### config.mk
export PLATFORM = sky130hd
export DESIGN_NAME = banked_aux_ctl
export DESIGN_NICKNAME = d
export VERILOG_FILES = /design/src/rtl/banked_aux_pkg.sv /design/src/rtl/banked_aux_decode.sv /design/src/rtl/banked_aux_datapath.sv /design/src/rtl/banked_aux_ctl.sv
export SDC_FILE = /design/constraint.sdc
export NUM_CORES = 1
export LEC_CHECK = 0
export ABC_AREA = 1
export BUFFER_PORTS_ARGS = -buffer_cell sky130_fd_sc_hd__buf_2
export CAP_MARGIN = 20
export CORE_AREA = 2 2 85 87
export DETAILED_ROUTE_END_ITERATION = 16
export DIE_AREA = 0 0 87 89
export PLACE_DENSITY = 0.41
export REMOVE_ABC_BUFFERS = 1
export SYNTH_ARGS = -nofsm -noshare
export SYNTH_HDL_FRONTEND = slang
export SYNTH_SLANG_ARGS = --single-unit
### constraint.sdc
create_clock -name clk -period 1.2 [get_ports clk]
set_clock_uncertainty 0.15 [all_clocks]
set_input_delay 0.12 -clock clk [delete_from_list [all_inputs] [get_ports clk]]
set_output_delay 0.12 -clock clk [all_outputs]
set_load 0.02 [all_outputs]
### src/rtl/banked_aux_pkg.sv
package banked_aux_pkg;

  localparam int DATA_W = 8;

  // bit positions that other logic decodes
  localparam int BANK_BIT     = 6;  // control register 2
  localparam int PAT_HI       = 7;  // control register 1
  localparam int PAT_LO       = 6;
  localparam int ALT_TX_BIT   = 7;  // control register 3
  localparam int AUX_SRC_BIT  = 2;  // index into the stored aux bits
  localparam int AUX_STORED_W = 3;

  typedef enum logic [2:0] {
    SEL_NONE = 3'd0,
    SEL_CR1  = 3'd1,
    SEL_CR2  = 3'd2,
    SEL_CR3  = 3'd3,
    SEL_AUX  = 3'd4
  } rdSel_e;

  typedef enum logic [1:0] {
    PAT_OFF   = 2'b00,
    PAT_ALT   = 2'b01,
    PAT_MARK  = 2'b10,
    PAT_SPACE = 2'b11
  } pattern_e;

  typedef struct packed {
    logic   wrCr1;
    logic   wrCr2;
    logic   wrCr3;
    logic   wrAux;
    logic   rdEn;
    rdSel_e rdSel;
  } regStrobe_t;

endpackage

### src/rtl/banked_aux_decode.sv
module banked_aux_decode
  import banked_aux_pkg::*;
#(
  parameter int ADDR_W   = 3,
  parameter int CR1_ADDR = 1,
  parameter int CR2_ADDR = 2,
  parameter int CR3_ADDR = 3
) (
  input  logic              clk,
  input  logic              rst,
  input  logic [ADDR_W-1:0] addr,
  input  logic              wrStb,
  input  logic              rdStb,
  input  logic              bankSel,
  output regStrobe_t        strb
);

  localparam logic [ADDR_W-1:0] A1 = ADDR_W'(CR1_ADDR);
  localparam logic [ADDR_W-1:0] A2 = ADDR_W'(CR2_ADDR);
  localparam logic [ADDR_W-1:0] A3 = ADDR_W'(CR3_ADDR);

  rdSel_e target;

  always_comb begin
    if (addr == A1)      target = SEL_CR1;
    else if (addr == A2) target = SEL_CR2;
    else if (addr == A3) target = bankSel ? SEL_AUX : SEL_CR3;
    else                 target = SEL_NONE;
  end

  always_comb begin
    strb.wrCr1 = wrStb && (target == SEL_CR1);
    strb.wrCr2 = wrStb && (target == SEL_CR2);
    strb.wrCr3 = wrStb && (target == SEL_CR3);
    strb.wrAux = wrStb && (target == SEL_AUX);
    strb.rdEn  = rdStb;
    strb.rdSel = target;
  end

  AST_ONE_WRITE: assert property (@(posedge clk) disable iff (rst)
    $onehot0({strb.wrCr1, strb.wrCr2, strb.wrCr3, strb.wrAux})) else $error("one write");

  AST_AUX_NEEDS_BANK: assert property (@(posedge clk) disable iff (rst)
    strb.wrAux |-> (bankSel && wrStb)) else $error("aux without bank");

  AST_CR3_NEEDS_NO_BANK: assert property (@(posedge clk) disable iff (rst)
    strb.wrCr3 |-> !bankSel) else $error("cr3 under bank");

endmodule

### src/rtl/banked_aux_datapath.sv
module banked_aux_datapath
  import banked_aux_pkg::*;
(
  input  logic              clk,
  input  logic              rst,
  input  regStrobe_t        strb,
  input  logic [DATA_W-1:0] wrData,
  input  logic              txBaudClk,
  input  logic              rxRawBit,
  input  logic              txdPin,
  output logic              bankSel,
  output logic [DATA_W-1:0] rdData,
  output logic              txOut,
  output logic [1:0]        thrCode
);

  logic [DATA_W-1:0]       cr1Reg, cr2Reg, cr3Reg;
  logic [AUX_STORED_W-1:0] auxBits;   // {source, threshold[1:0]}
  logic [DATA_W-1:0]       rdNext;
  logic                    baudPrev, baudRise, altPhase;
  pattern_e                patCode;

  // stored registers
  always_ff @(posedge clk) begin
    if (rst) begin
      cr1Reg  <= '0;
      cr2Reg  <= '0;
      cr3Reg  <= '0;
      auxBits <= '0;
    end else begin
      if (strb.wrCr1) cr1Reg  <= wrData;
      if (strb.wrCr2) cr2Reg  <= wrData;
      if (strb.wrCr3) cr3Reg  <= wrData;
      if (strb.wrAux) auxBits <= wrData[3:1];
    end
  end

  assign bankSel = cr2Reg[BANK_BIT];
  assign thrCode = auxBits[1:0];

  // read path: live status next to stored bits
  always_comb begin
    unique case (strb.rdSel)
      SEL_CR1: rdNext = cr1Reg;
      SEL_CR2: rdNext = cr2Reg;
      SEL_CR3: rdNext = cr3Reg;
      SEL_AUX: rdNext = {1'b0, txBaudClk, rxRawBit, 1'b0, auxBits, 1'b0};
      default: rdNext = '0;
    endcase
  end

  always_ff @(posedge clk) begin
    if (rst)            rdData <= '0;
    else if (strb.rdEn) rdData <= rdNext;
  end

  // transmit data selection
  assign patCode  = pattern_e'(cr1Reg[PAT_HI:PAT_LO]);
  assign baudRise = txBaudClk && !baudPrev;

  always_ff @(posedge clk) begin
    if (rst) begin
      baudPrev <= 1'b0;
      altPhase <= 1'b1;
    end else begin
      baudPrev <= txBaudClk;
      if (patCode != PAT_ALT) altPhase <= 1'b1;
      else if (baudRise)      altPhase <= !altPhase;
    end
  end

  always_comb begin
    unique case (patCode)
      PAT_ALT:   txOut = altPhase;
      PAT_MARK:  txOut = 1'b1;
      PAT_SPACE: txOut = 1'b0;
      default:   txOut = auxBits[AUX_SRC_BIT] ? cr3Reg[ALT_TX_BIT] : txdPin;
    endcase
  end

  AST_AUX_WR_KEEPS_CR3: assert property (@(posedge clk) disable iff (rst)
    strb.wrAux |=> $stable(cr3Reg)) else $error("cr3 disturbed");

  AST_CR3_WR_KEEPS_AUX: assert property (@(posedge clk) disable iff (rst)
    strb.wrCr3 |=> $stable(auxBits)) else $error("aux disturbed");

  AST_READ_HOLD: assert property (@(posedge clk) disable iff (rst)
    !strb.rdEn |=> $stable(rdData)) else $error("read data moved");

  AST_AUX_RSVD_ZERO: assert property (@(posedge clk) disable iff (rst)
    (strb.rdEn && strb.rdSel == SEL_AUX) |=> (!rdData[7] && !rdData[4] && !rdData[0]))
    else $error("reserved bit set");

  AST_ALT_STEADY: assert property (@(posedge clk) disable iff (rst)
    (patCode == PAT_ALT && $past(patCode) == PAT_ALT && !$past(baudRise)) |-> $stable(txOut))
    else $error("alternate moved without baud rise");

endmodule

### src/rtl/banked_aux_ctl.sv
module banked_aux_ctl
  import banked_aux_pkg::*;
#(
  parameter int ADDR_W   = 3,
  parameter int CR1_ADDR = 1,
  parameter int CR2_ADDR = 2,
  parameter int CR3_ADDR = 3
) (
  input  logic              clk,
  input  logic              rst,
  input  logic [ADDR_W-1:0] addr,
  input  logic [7:0]        wrData,
  input  logic              wrStb,
  input  logic              rdStb,
  output logic [7:0]        rdData,
  input  logic              txBaudClk,
  input  logic              rxRawBit,
  input  logic              txdPin,
  output logic              txOut,
  output logic [1:0]        thrCode
);

  regStrobe_t strb;
  logic       bankSel;

  banked_aux_decode #(
    .ADDR_W(ADDR_W), .CR1_ADDR(CR1_ADDR), .CR2_ADDR(CR2_ADDR), .CR3_ADDR(CR3_ADDR)
  ) u_decode (
    .clk(clk), .rst(rst), .addr(addr), .wrStb(wrStb), .rdStb(rdStb),
    .bankSel(bankSel), .strb(strb)
  );

  banked_aux_datapath u_data (
    .clk(clk), .rst(rst), .strb(strb), .wrData(wrData),
    .txBaudClk(txBaudClk), .rxRawBit(rxRawBit), .txdPin(txdPin),
    .bankSel(bankSel), .rdData(rdData), .txOut(txOut), .thrCode(thrCode)
  );

endmodule

==> impl_metrics.ini <==
[die]
rows = 30
core_area_sq_um = 6720
chipHeight_microns = 89
ios = 29
die_w_microns = 87
initial_core_util = 0.250
die_area_sq_um = 7740

[sta]
min_period_ns = 1.34
worstMarginPinSlew_ns = 0.261
rsz0062_at_grt = yes
hold_violations = 0
relSlewSlack = 0.826
finalWorstSetupSlack_ns = -0.143
whs_ns = 0.0197
finalSetupViolations = 1
finalMaxSlewViolations = 0
tns_ns = -0.143
period_share = 1.12
max_freq_mhz = 745

[synthesis]
synth_cells = 224
synth_edf_count = 0
synthTopCellsByCount = 70 x nand2_1, 37 x dfxtp_1, 30 x a21oi_1
synth_top_area_frac = 0.441
synth_area_per_cell_sq_um = 7.50
synth_seq_cells = 37
syn-cell-area_sq_um = 1680
yosysTopAreaCell = dfxtp_1
ys_types = 25
yosysSeqAreaShare = 0.441
synth_ff_type = dfxtp_1
synth_area_leaders = dfxtp_1 44%, nand2_1 16%, a21oi_1 8.9%, nand3_1 8.3%, nand4_1 3.0%
async_flop_share = 0
yosysWarningCount = 0
yosysMostFrequentCell = nand2_1

[placement]
io_buffers = 28
gp_congestion = 0.772
dpl.hpwl_microns = 3750
place_area_sq_um = 2060
dpl_worst_slack_ns = -0.177
dp_cells = 344

[pwr]
seq_power_share = 0.441
netSwitchingFraction = 0.226
pwr-share-clk = 0.449
vdd.ir_drop.worst_mv = 0.563
pwr-share-comb = 0.110
leakagePower_nw = 1.01
power.density_nw_per_um2 = 1190
report.power.total_mw = 2.86
p_int_mw = 2.21
power.switching_mw = 0.645

[drt]
wire_per_inst_microns = 14.3
num_vias = 1693
drt_iter0_markers = 48
drc_errors = 0
routed_wl_microns = 5210
dr.pass1.iters = 5
viasPerCell = 4.64
ant_nets = 0

[critical_path]
crit_path_max_fanout = 3
crit_path_max_incr_delay_ns = 0.36
endpoint_kind = output pin
path_buf_inv = 1
crit_arrival_ns = 1.07
crit_family = flip-flops
path_class = register to output pin
path_cells = a211oi_2 -> o21ai_1 -> buf_4
path_depth = 3
cp-start-kind = register
crit_required_ns = 0.93
crit_slowest_cell = dfxtp_4
timing.reg2reg.worst_path_depth = 6

[global_route]
grt_first_pass_wirelength_microns = 8290
antenna_found_initial = 0
grt-ovfl-total = 0
grt_usage = 0.143
grt_max_degree = 26
grt_pass1_vias = 1617

[clocking]
clk_pin_slew_ns = 0.07
cts-root-buf = clkbuf_8
cts_tree = yes
cts_buffers = 5
cts_sinks = 37
htree_levels = 2
clk_latency_ns = 0.29
clockBufferDepth = 2

[final_layout]
multi_input_area_sq_um = 876
fin_util = 0.358
seq_area_sq_um = 752
stdcell_count = 365
fin_area_sq_um = 2410
area_delta_synth_final_pct = 43.2
nFillCells = 716
drive_gt1_frac = 0.344
n_antenna_cell = 0
layout.nets = 302

[worst_hold_path]
hold-path-cell-count = 4
hold_class = primary input to register

[run]
cap_violations = 0

[status]
violations = setup timing
status = finished, violations left
final timing paths:
path                              endpoint  slack (ns)                     startpoint
max reg2reg  u_data.rdData[6]$_SDFFE_PP0P_        0.01  u_data.cr1Reg[6]$_SDFFE_PP0P_
max                                  txOut       -0.14  u_data.cr1Reg[7]$_SDFFE_PP0P_
min reg2reg  u_data.rdData[1]$_SDFFE_PP0P_        0.31  u_data.rdData[1]$_SDFFE_PP0P_
min          u_data.rdData[0]$_SDFFE_PP0P_        0.02                          rdStb
power by group through the flow:
| stage | clock, mW | combinational [mW] | sequential [mW] |
|---|---|---|---|
| 2_1_floorplan | 0 | 0.0882 | 1.29 |
| 3_3_place_gp | 0 | 0.276 | 1.29 |
| 3_5_place_dp | 0 | 0.274 | 1.29 |
| 4_1_cts | 1.32 | 0.311 | 1.26 |
| 5_1_grt | 1.38 | 0.340 | 1.26 |
| 6_report | 1.28 | 0.314 | 1.26 |
cell families (layout without fill, tap and decap cells):
kind of cell,after synthesis,in the layout,synth area share
buffers and inverters,22,83,0.0722
AOI/OAI and AO/OA,43,43,0.147
and+or+nand+nor,122,122,0.340
DFF,37,37,0.441
sequential cells by signal, summed over array words and instances, names as in the netlist:
signal,cells
u_data.rdData,8
u_data.auxBits,3
u_data.cr3Reg,8
u_data.cr2Reg,8
u_data.baudPrev,1
u_data.cr1Reg,8
u_data.altPhase,1
repair_timing:
item                                   4_1_cts  5_1_grt
pin swaps                                    4       13
setup buffers                                3        0
hold buffers                                10        0
setup endpoints to repair                   10       11
resized for setup                           14       15
endpoints found under the hold margin       28        0
worst min-delay path, cell delays in order:
cell and delay (ns):
buf_2 0.09, inv_1 0.07, nand2_1 0.08, a21oi_2 0.05
per-layer routing:
layer	routed length [microns]	global-route usage	share of wire
met3	227	0.0323	0.044
met1	2490	0.187	0.48
met2	2370	0.228	0.45
met4	130	0.0625	0.025
met5	0	0	0
cell type report:
type / instances / share of cell area
well taps: 80 / 0.0416
clock buffers: 5 / 0.0286
inverters: 10 / 0.0208
clock inverters: 3 / 0.0270
repair buffers: 65 / 0.205
flip-flops and latches: 37 / 0.313
multi-input cells: 165 / 0.364
layout by cell type (no fill, tap or decap):
master	count
bufinv_16	2
dlygate4sd3_1	10
clkbuf_8	5
buf_6	3
nor3_4	2
dfxtp_1	32
nand4_1	8
o21ai_0	1
nand3_1	19
buf_2	27
a211oi_2	1
a211oi_1	2
a21oi_2	3
inv_1	3
clkinv_4	2
nand3_2	9
dfxtp_4	2
nor2_1	5
o21bai_1	5
dfxtp_2	3
nor2_2	2
inv_2	4
clkinv_2	1
nor3_1	2
buf_4	22
nand3b_1	1
buf_12	3
nor2_4	1
nand2_4	2
nand2_1	68
o21ai_1	1
inv_4	1
a21oi_1	30
nand2_2	3
Note: power is estimated with default switching activity, not from simulation.
